`src/rtl/gpio_irq_pkg.sv`:
```
package gpio_irq_pkg;
   localparam int BUS_W = 32;

   typedef enum logic [2:0] {
      SEL_NONE,
      SEL_STAT,
      SEL_ENB,
      SEL_TYPE,
      SEL_CLR
   } reg_sel_e;

   typedef struct packed {
      reg_sel_e         sel;
      logic             masked;
      logic [BUS_W-1:0] data;
   } reg_wr_t;

   localparam logic [3:0] NIB_STAT = 4'h4;
   localparam logic [3:0] NIB_ENB  = 4'h5;
   localparam logic [3:0] NIB_TYPE = 4'h6;
   localparam logic [3:0] NIB_CLR  = 4'h7;
endpackage

```
`src/rtl/gpio_irq_trig.sv`:
```
module gpio_irq_trig (
   input  logic cur,
   input  logic prev,
   input  logic pol,
   input  logic edge_mode,
   input  logic any_edge,
   output logic hit
);
   always_comb begin
      if (!edge_mode)    hit = (cur == pol);
      else if (any_edge) hit = cur ^ prev;
      else if (pol)      hit = cur & ~prev;
      else               hit = ~cur & prev;
   end
endmodule

```
`src/rtl/gpio_irq_port.sv`:
```
module gpio_irq_port
   import gpio_irq_pkg::*;
#(
   parameter int PINS = 8
) (
   input  logic              clk,
   input  logic              rst_n,
   input  logic [PINS-1:0]   pin_i,
   input  reg_wr_t           wr,
   output logic [PINS-1:0]   stat_o,
   output logic [PINS-1:0]   enb_o,
   output logic [3*PINS-1:0] typ_o
);
   localparam int TYP_W = 3 * PINS;

   if (4 * PINS > BUS_W) begin : g_chk
      $error("gpio_irq_port: PINS too wide for bus");
   end

   logic [PINS-1:0]  stat, enb, pin_q, hit, stat_base;
   logic [TYP_W-1:0] typ;
   logic [PINS-1:0]  wmask, wval, tmask;
   logic [TYP_W-1:0] tmask3;

   assign wval   = wr.data[PINS-1:0];
   assign wmask  = wr.data[2*PINS-1:PINS];
   assign tmask  = wr.data[3*PINS +: PINS];
   assign tmask3 = {tmask, tmask, tmask};

   for (genvar i = 0; i < PINS; i++) begin : g_pin
      gpio_irq_trig u_trig (
         .cur       (pin_i[i]),
         .prev      (pin_q[i]),
         .pol       (typ[i]),
         .edge_mode (typ[PINS + i]),
         .any_edge  (typ[2*PINS + i]),
         .hit       (hit[i])
      );

      AST_EDGE_LATCH: assert property (@(posedge clk) disable iff (!rst_n)
         (typ[PINS+i] && typ[i] && !typ[2*PINS+i] && pin_i[i] && !pin_q[i]) |=> stat[i]);
      AST_LEVEL_HOLD: assert property (@(posedge clk) disable iff (!rst_n)
         (!typ[PINS+i] && (pin_i[i] == typ[i])) |=> stat[i]);
      AST_CLR_DROPS: assert property (@(posedge clk) disable iff (!rst_n)
         (wr.sel == SEL_CLR && wr.data[i] && !hit[i]) |=> !stat[i]);
      AST_CLR_EDGE_KEEP: assert property (@(posedge clk) disable iff (!rst_n)
         (wr.sel == SEL_CLR && hit[i]) |=> stat[i]);
   end

   always_comb begin
      stat_base = stat;
      case (wr.sel)
         SEL_STAT: stat_base = wr.masked ? ((stat & ~wmask) | (wval & wmask)) : wval;
         SEL_CLR:  stat_base = stat & ~wval;
         default:  stat_base = stat;
      endcase
   end

   always_ff @(posedge clk or negedge rst_n) begin
      if (!rst_n) begin
         stat  <= '0;
         enb   <= '0;
         typ   <= '0;
         pin_q <= '0;
      end else begin
         pin_q <= pin_i;
         stat  <= stat_base | hit;
         if (wr.sel == SEL_ENB)
            enb <= wr.masked ? ((enb & ~wmask) | (wval & wmask)) : wval;
         if (wr.sel == SEL_TYPE)
            typ <= wr.masked ? ((typ & ~tmask3) | (wr.data[TYP_W-1:0] & tmask3))
                             : wr.data[TYP_W-1:0];
      end
   end

   assign stat_o = stat;
   assign enb_o  = enb;
   assign typ_o  = typ;
endmodule

```
`src/rtl/gpio_irq_bank.sv`:
```
module gpio_irq_bank
   import gpio_irq_pkg::*;
#(
   parameter int PORTS  = 4,
   parameter int PINS   = 8,
   parameter int ADDR_W = 12
) (
   input  logic                  clk,
   input  logic                  rst_n,
   input  logic [PORTS*PINS-1:0] pin_i,
   input  logic                  bus_wr,
   input  logic [ADDR_W-1:0]     bus_addr,
   input  logic [31:0]           bus_wdata,
   output logic [31:0]           bus_rdata,
   output logic                  irq_o
);
   localparam int PIN_W = PORTS * PINS;
   localparam int TYP_W = 3 * PINS;

   if (PORTS < 1 || PORTS > 4) begin : g_chk_ports
      $error("gpio_irq_bank: PORTS must be 1..4");
   end
   if (PINS != 8) begin : g_chk_pins
      $error("gpio_irq_bank: register layout needs PINS == 8");
   end
   if (ADDR_W < 12) begin : g_chk_addr
      $error("gpio_irq_bank: ADDR_W must be at least 12");
   end

   logic       in_range, alias_hit;
   logic [1:0] pidx;
   reg_sel_e   sel;

   assign in_range  = ((bus_addr >> 12) == '0) && (bus_addr[10:8] == 3'b000)
                      && (bus_addr[1:0] == 2'b00);
   assign alias_hit = bus_addr[11];
   assign pidx      = bus_addr[3:2];

   always_comb begin
      sel = SEL_NONE;
      if (in_range) begin
         case (bus_addr[7:4])
            NIB_STAT: sel = SEL_STAT;
            NIB_ENB:  sel = SEL_ENB;
            NIB_TYPE: sel = SEL_TYPE;
            NIB_CLR:  sel = alias_hit ? SEL_NONE : SEL_CLR;
            default:  sel = SEL_NONE;
         endcase
      end
   end

   logic [PINS-1:0]  stat_a [PORTS];
   logic [PINS-1:0]  enb_a  [PORTS];
   logic [TYP_W-1:0] typ_a  [PORTS];
   logic [PIN_W-1:0] enb_flat, act_flat;

   for (genvar k = 0; k < PORTS; k++) begin : g_port
      reg_wr_t wr_k;
      always_comb begin
         wr_k.sel    = (bus_wr && pidx == 2'(k)) ? sel : SEL_NONE;
         wr_k.masked = alias_hit;
         wr_k.data   = bus_wdata;
      end

      gpio_irq_port #(.PINS(PINS)) u_port (
         .clk    (clk),
         .rst_n  (rst_n),
         .pin_i  (pin_i[k*PINS +: PINS]),
         .wr     (wr_k),
         .stat_o (stat_a[k]),
         .enb_o  (enb_a[k]),
         .typ_o  (typ_a[k])
      );

      assign enb_flat[k*PINS +: PINS] = enb_a[k];
      assign act_flat[k*PINS +: PINS] = stat_a[k] & enb_a[k];
   end

   always_comb begin
      bus_rdata = '0;
      for (int k = 0; k < PORTS; k++) begin
         if (pidx == 2'(k)) begin
            case (sel)
               SEL_STAT: bus_rdata = 32'(stat_a[k]);
               SEL_ENB:  bus_rdata = 32'(enb_a[k]);
               SEL_TYPE: bus_rdata = 32'(typ_a[k]);
               default:  bus_rdata = '0;
            endcase
         end
      end
   end

   assign irq_o = |act_flat;

   AST_IRQ_QUIET: assert property (@(posedge clk) disable iff (!rst_n)
      (enb_flat == '0) |-> !irq_o);
   AST_RESET_LOW: assert property (@(posedge clk)
      !rst_n |-> !irq_o);
endmodule

```
`config.mk`:
```
export PLATFORM = sky130hd
export DESIGN_NAME = gpio_irq_bank
export DESIGN_NICKNAME = d
export VERILOG_FILES = /design/src/rtl/gpio_irq_pkg.sv /design/src/rtl/gpio_irq_trig.sv /design/src/rtl/gpio_irq_port.sv /design/src/rtl/gpio_irq_bank.sv
export SDC_FILE = /design/constraint.sdc
export NUM_CORES = 1
export LEC_CHECK = 0
export BUFFER_PORTS_ARGS = -buffer_cell sky130_fd_sc_hd__buf_2
export CAP_MARGIN = 20
export CORE_UTILIZATION = 35
export CTS_BUF_LIST = sky130_fd_sc_hd__clkbuf_16
export DETAILED_ROUTE_END_ITERATION = 16
export SLEW_MARGIN = 20
export SYNTH_ARGS = -nofsm -noshare
export SYNTH_HDL_FRONTEND = slang
export SYNTH_SLANG_ARGS = --single-unit
```
`constraint.sdc`:
```
create_clock -name clk -period 2 [get_ports clk]
set_clock_uncertainty 0.2 [all_clocks]
set_input_delay 0 -clock clk [delete_from_list [all_inputs] [get_ports clk]]
set_output_delay 0 -clock clk [all_outputs]
set_load 0.01 [all_outputs]
```
==> key figures <==
Final layout
  • Non-filler cells, final: roughly 1,800
  • Fin util: 46.3%
  • Final instance area: 15,100 µm²
  • Area delta synth->final: 30.3%
  • Layout Nets: ~1,500
  • Share of layout cells above drive strength 1: around a third
  • Diodes inserted: 0
  • # fillers: 3,057

Pwr
  • PwrDens: 548 nW/µm²
  • Leakage: approximately 0.0072 µW
  • VDD IR-drop max: 0.561 mV

Synth
  • Synth unique cells: between 60 and 70
  • Post-Synthesis Cells: approximately 1,100
  • Ys async rst share: 100%
  • EDFF count, synth: 0
  • Main synth FF type: dfrtp_1
  • Mean Syn Cell Area: roughly 11 µm²
  • Post-synthesis register bit count: around 190
  • Post-Syn Area: 11,600 µm²
  • Yosys warnings: 0
  • Register area share after synthesis: about two fifths

GRT
  • GRT overflow: 0
  • Global-route wire length before repair: 56.6 mm
  • Largest net degree at the start of global routing: between 60 and 70
  • Antenna violations before repair: 0
  • Total GRT Usage: between 20% and 30%
  • Vias in the first global route: roughly 9,800

Placed design
  • Dpl ws: -0.262 ns
  • Routability cong.: approximately 0.95
  • Placed Area: between 10,000 and 15,000 µm²
  • Post-DP HPWL: ~27 mm
  • Port Buffers: between 100 and 150
  • Dpl cells: about 1,700

Setup path
  • Arrival @ worst endpoint: 2.16 ns
  • Critical Path Fanout Max: 2
  • Crit start category: register
  • Critical Path RT: 1.80 ns
  • Reg2Reg Depth: 5
  • Critical Path Sink Type: primary output
  • R2r setup slk: about 0.34 ns
  • WS Path Type: register to primary output

STA
  • Headroom to the max-slew limit: 61.6%
  • Final Hold Fails: 0
  • Min cycle time layout: 2.36 ns
  • Setup ws final: -0.363 ns
  • Slew @ Worst Pin: 0.574 ns
  • Final period util: 118%
  • RSZ-0062 raised after global routing: true
  • Setup TNS: -0.739 ns
  • Slew Limit Fails: 0
  • Max Fclk: around 0.42 GHz
  • Setup violators final: 5

Clocking
  • CTS tree: done
  • Worst-skew pair later-pin latency: approximately 0.45 ns
  • Total CTS buffers: 17
  • Clock Tree Buf Depth: 2
  • Clock transition at the registers of the reported paths: around 0.070 ns
  • CTS Sinks: between 150 and 200
  • CTS Root Cell: clkbuf_16
  • Number of H-tree levels: 4

Min path
  • Worst hold path class: primary input to register
  • Hold depth: 5

Detailed routing
  • DR WL/cell: about 20 µm
  • DRC errors left: 0
  • First-pass DRT Iterations: 5
  • Final wirelength: 36.1 mm
  • 1st-iter DRT viols: roughly 750
  • Antenna-violating nets left: 0
  • Via count: a little under 10,000
  • Vias per inst: roughly 5.3

Floorplan
  • Chip Width: 184 µm
  • Vert. Die Dim: 184 µm
  • Initial Utilization: ~36%
  • DIE AREA: between 30,000 and 40,000 µm²
  • Count of standard-cell rows: 66
  • # IOs: roughly 110
  • Core footprint: ~33,000 µm²

Run status
  • Outcome: finished with violations
  • Violated checks: setup timing

Job
  • Max-cap violation count: 0
==> placed cells by master, fill, tap and decap left out, types with 13 or more instances in the layout <==
cell and n:
a21oi_1 32, a221o_1 14, a22oi_1 15, and2_1 26, buf_2 99, buf_4 126, clkbuf_16 17, dfrtp_1 180
dlygate4sd3_1 66, ha_1 64, inv_1 67, mux2_1 50, mux2_2 112, mux2i_1 18, mux4_2 16, nand2_1 69
nor2_1 75, nor2_2 17, nor2b_1 27, o211ai_1 25, o21ai_0 13, o221ai_1 25, xor2_1 32
==> synthesized netlist by cell type, types with 3 or more instances <==
library cell,count,share of area [%]
o21ai_1,4,0.17
nand2_1,69,2.2
buf_2,10,0.43
clkbuf_1,29,0.94
mux2i_1,20,1.7
o21ai_0,17,0.73
mux2_2,118,11
dfrtp_1,192,41
inv_1,67,2.2
a221o_1,14,1.2
nand2b_1,10,0.54
o31ai_1,8,0.52
ha_1,64,6.9
a21oi_1,33,1.4
mux4_2,16,3.1
xor2_1,32,2.4
o221ai_1,26,2.0
nand4_1,4,0.22
buf_4,9,0.58
o211ai_1,25,1.6
mux2_1,50,4.9
a22oi_1,15,0.97
nor2_2,16,0.86
nor2b_1,27,1.5
nand3_1,9,0.39
nor2_1,77,2.5
and2_1,26,1.4
a22o_1,7,0.53
and3_1,3,0.16
nor3_1,14,0.60
a221oi_1,8,0.60
a211oi_1,11,0.71
==> cells by family (layout without fill, tap and decap cells) <==
group | after synthesis | in the layout | synth area share [%]
AO/OA/AOI/OAI | 183 | 183 | 11.5
XOR/XNOR | 32 | 32 | 2.42
adder cells (fa/ha/maj) | 64 | 64 | 6.90
buffers and inverters | 117 | 408 | 4.18
flip-flops | 192 | 192 | 41.4
multiplexers | 204 | 204 | 21.1
other | 1 | 8 | 0.0323
AND/OR/NAND/NOR | 279 | 279 | 12.4
==> metrics by stage <==
stage | hold WS [ns] | power [µW]
global route | 0.0440 | 8600
detailed placement | -0.163 | 4910
finish | 0.0321 | 8280
global placement | -0.160 | 4890
CTS | 0.0257 | 8360
floorplan | -0.496 | 4440
==> routing by layer <==
metal	up-vias	global-route usage (%)	share of wire, %
met5	-	0	0
met4	0	8.70	3.3
met3	71	4.09	5.8
met2	328	34.8	46
met1	4833	30.3	45
li1	4419	-	-
==> path summary, 6_finish.rpt <==
check	end	from
min in group asynchronous	async pin	rst_n
max in group asynchronous	async pin	rst_n
worst max-delay path	irq_o	g_port[2].u_port.stat_o[3]
worst min register to register	register	register
worst min-delay path	g_port[3].u_port.stat_o[0]	bus_addr[11]
worst max register to register	g_port[0].u_port.stat_o[3]	g_port[0].u_port.pin_q[3]
==> critical path, cell delays in order, from the launching register on <==
cell and delay [ns]:
dfrtp_1 0.39, a22o_1 0.25, a221oi_2 0.18, buf_4 0.16, nand3_2 0.06, or4_4 0.53
buf_6 0.15
==> report_power, final <==
group	internal, µW	switching [µW]	leakage (µW)
clock network	1640	1670	0.000277
logic	448	563	0.00454
registers	3930	36.9	0.00243
==> area by class of cell <==
type / instances / area [µm²] / share of cell area, %
clock buffer: 17 / 425 / 2.81
clock inverter: 14 / 121 / 0.803
inverter: 67 / 255 / 1.69
multi-input combinational: 770 / 6510 / 43.1
tap: 442 / 553 / 3.66
sequential: 192 / 4820 / 31.9
timing repair buffer: 310 / 2430 / 16.1
==> timing repair <==
item | 4_1_cts | 5_1_grt
buffers inserted | 11 | 10
hold endpoints to repair | 384 | 0
setup endpoints to repair | 9 | 9
resized for setup | 38 | 24
hold buffers | 66 | 0
pin swaps | 12 | 15
Note: power is estimated with default switching activity, not from simulation.
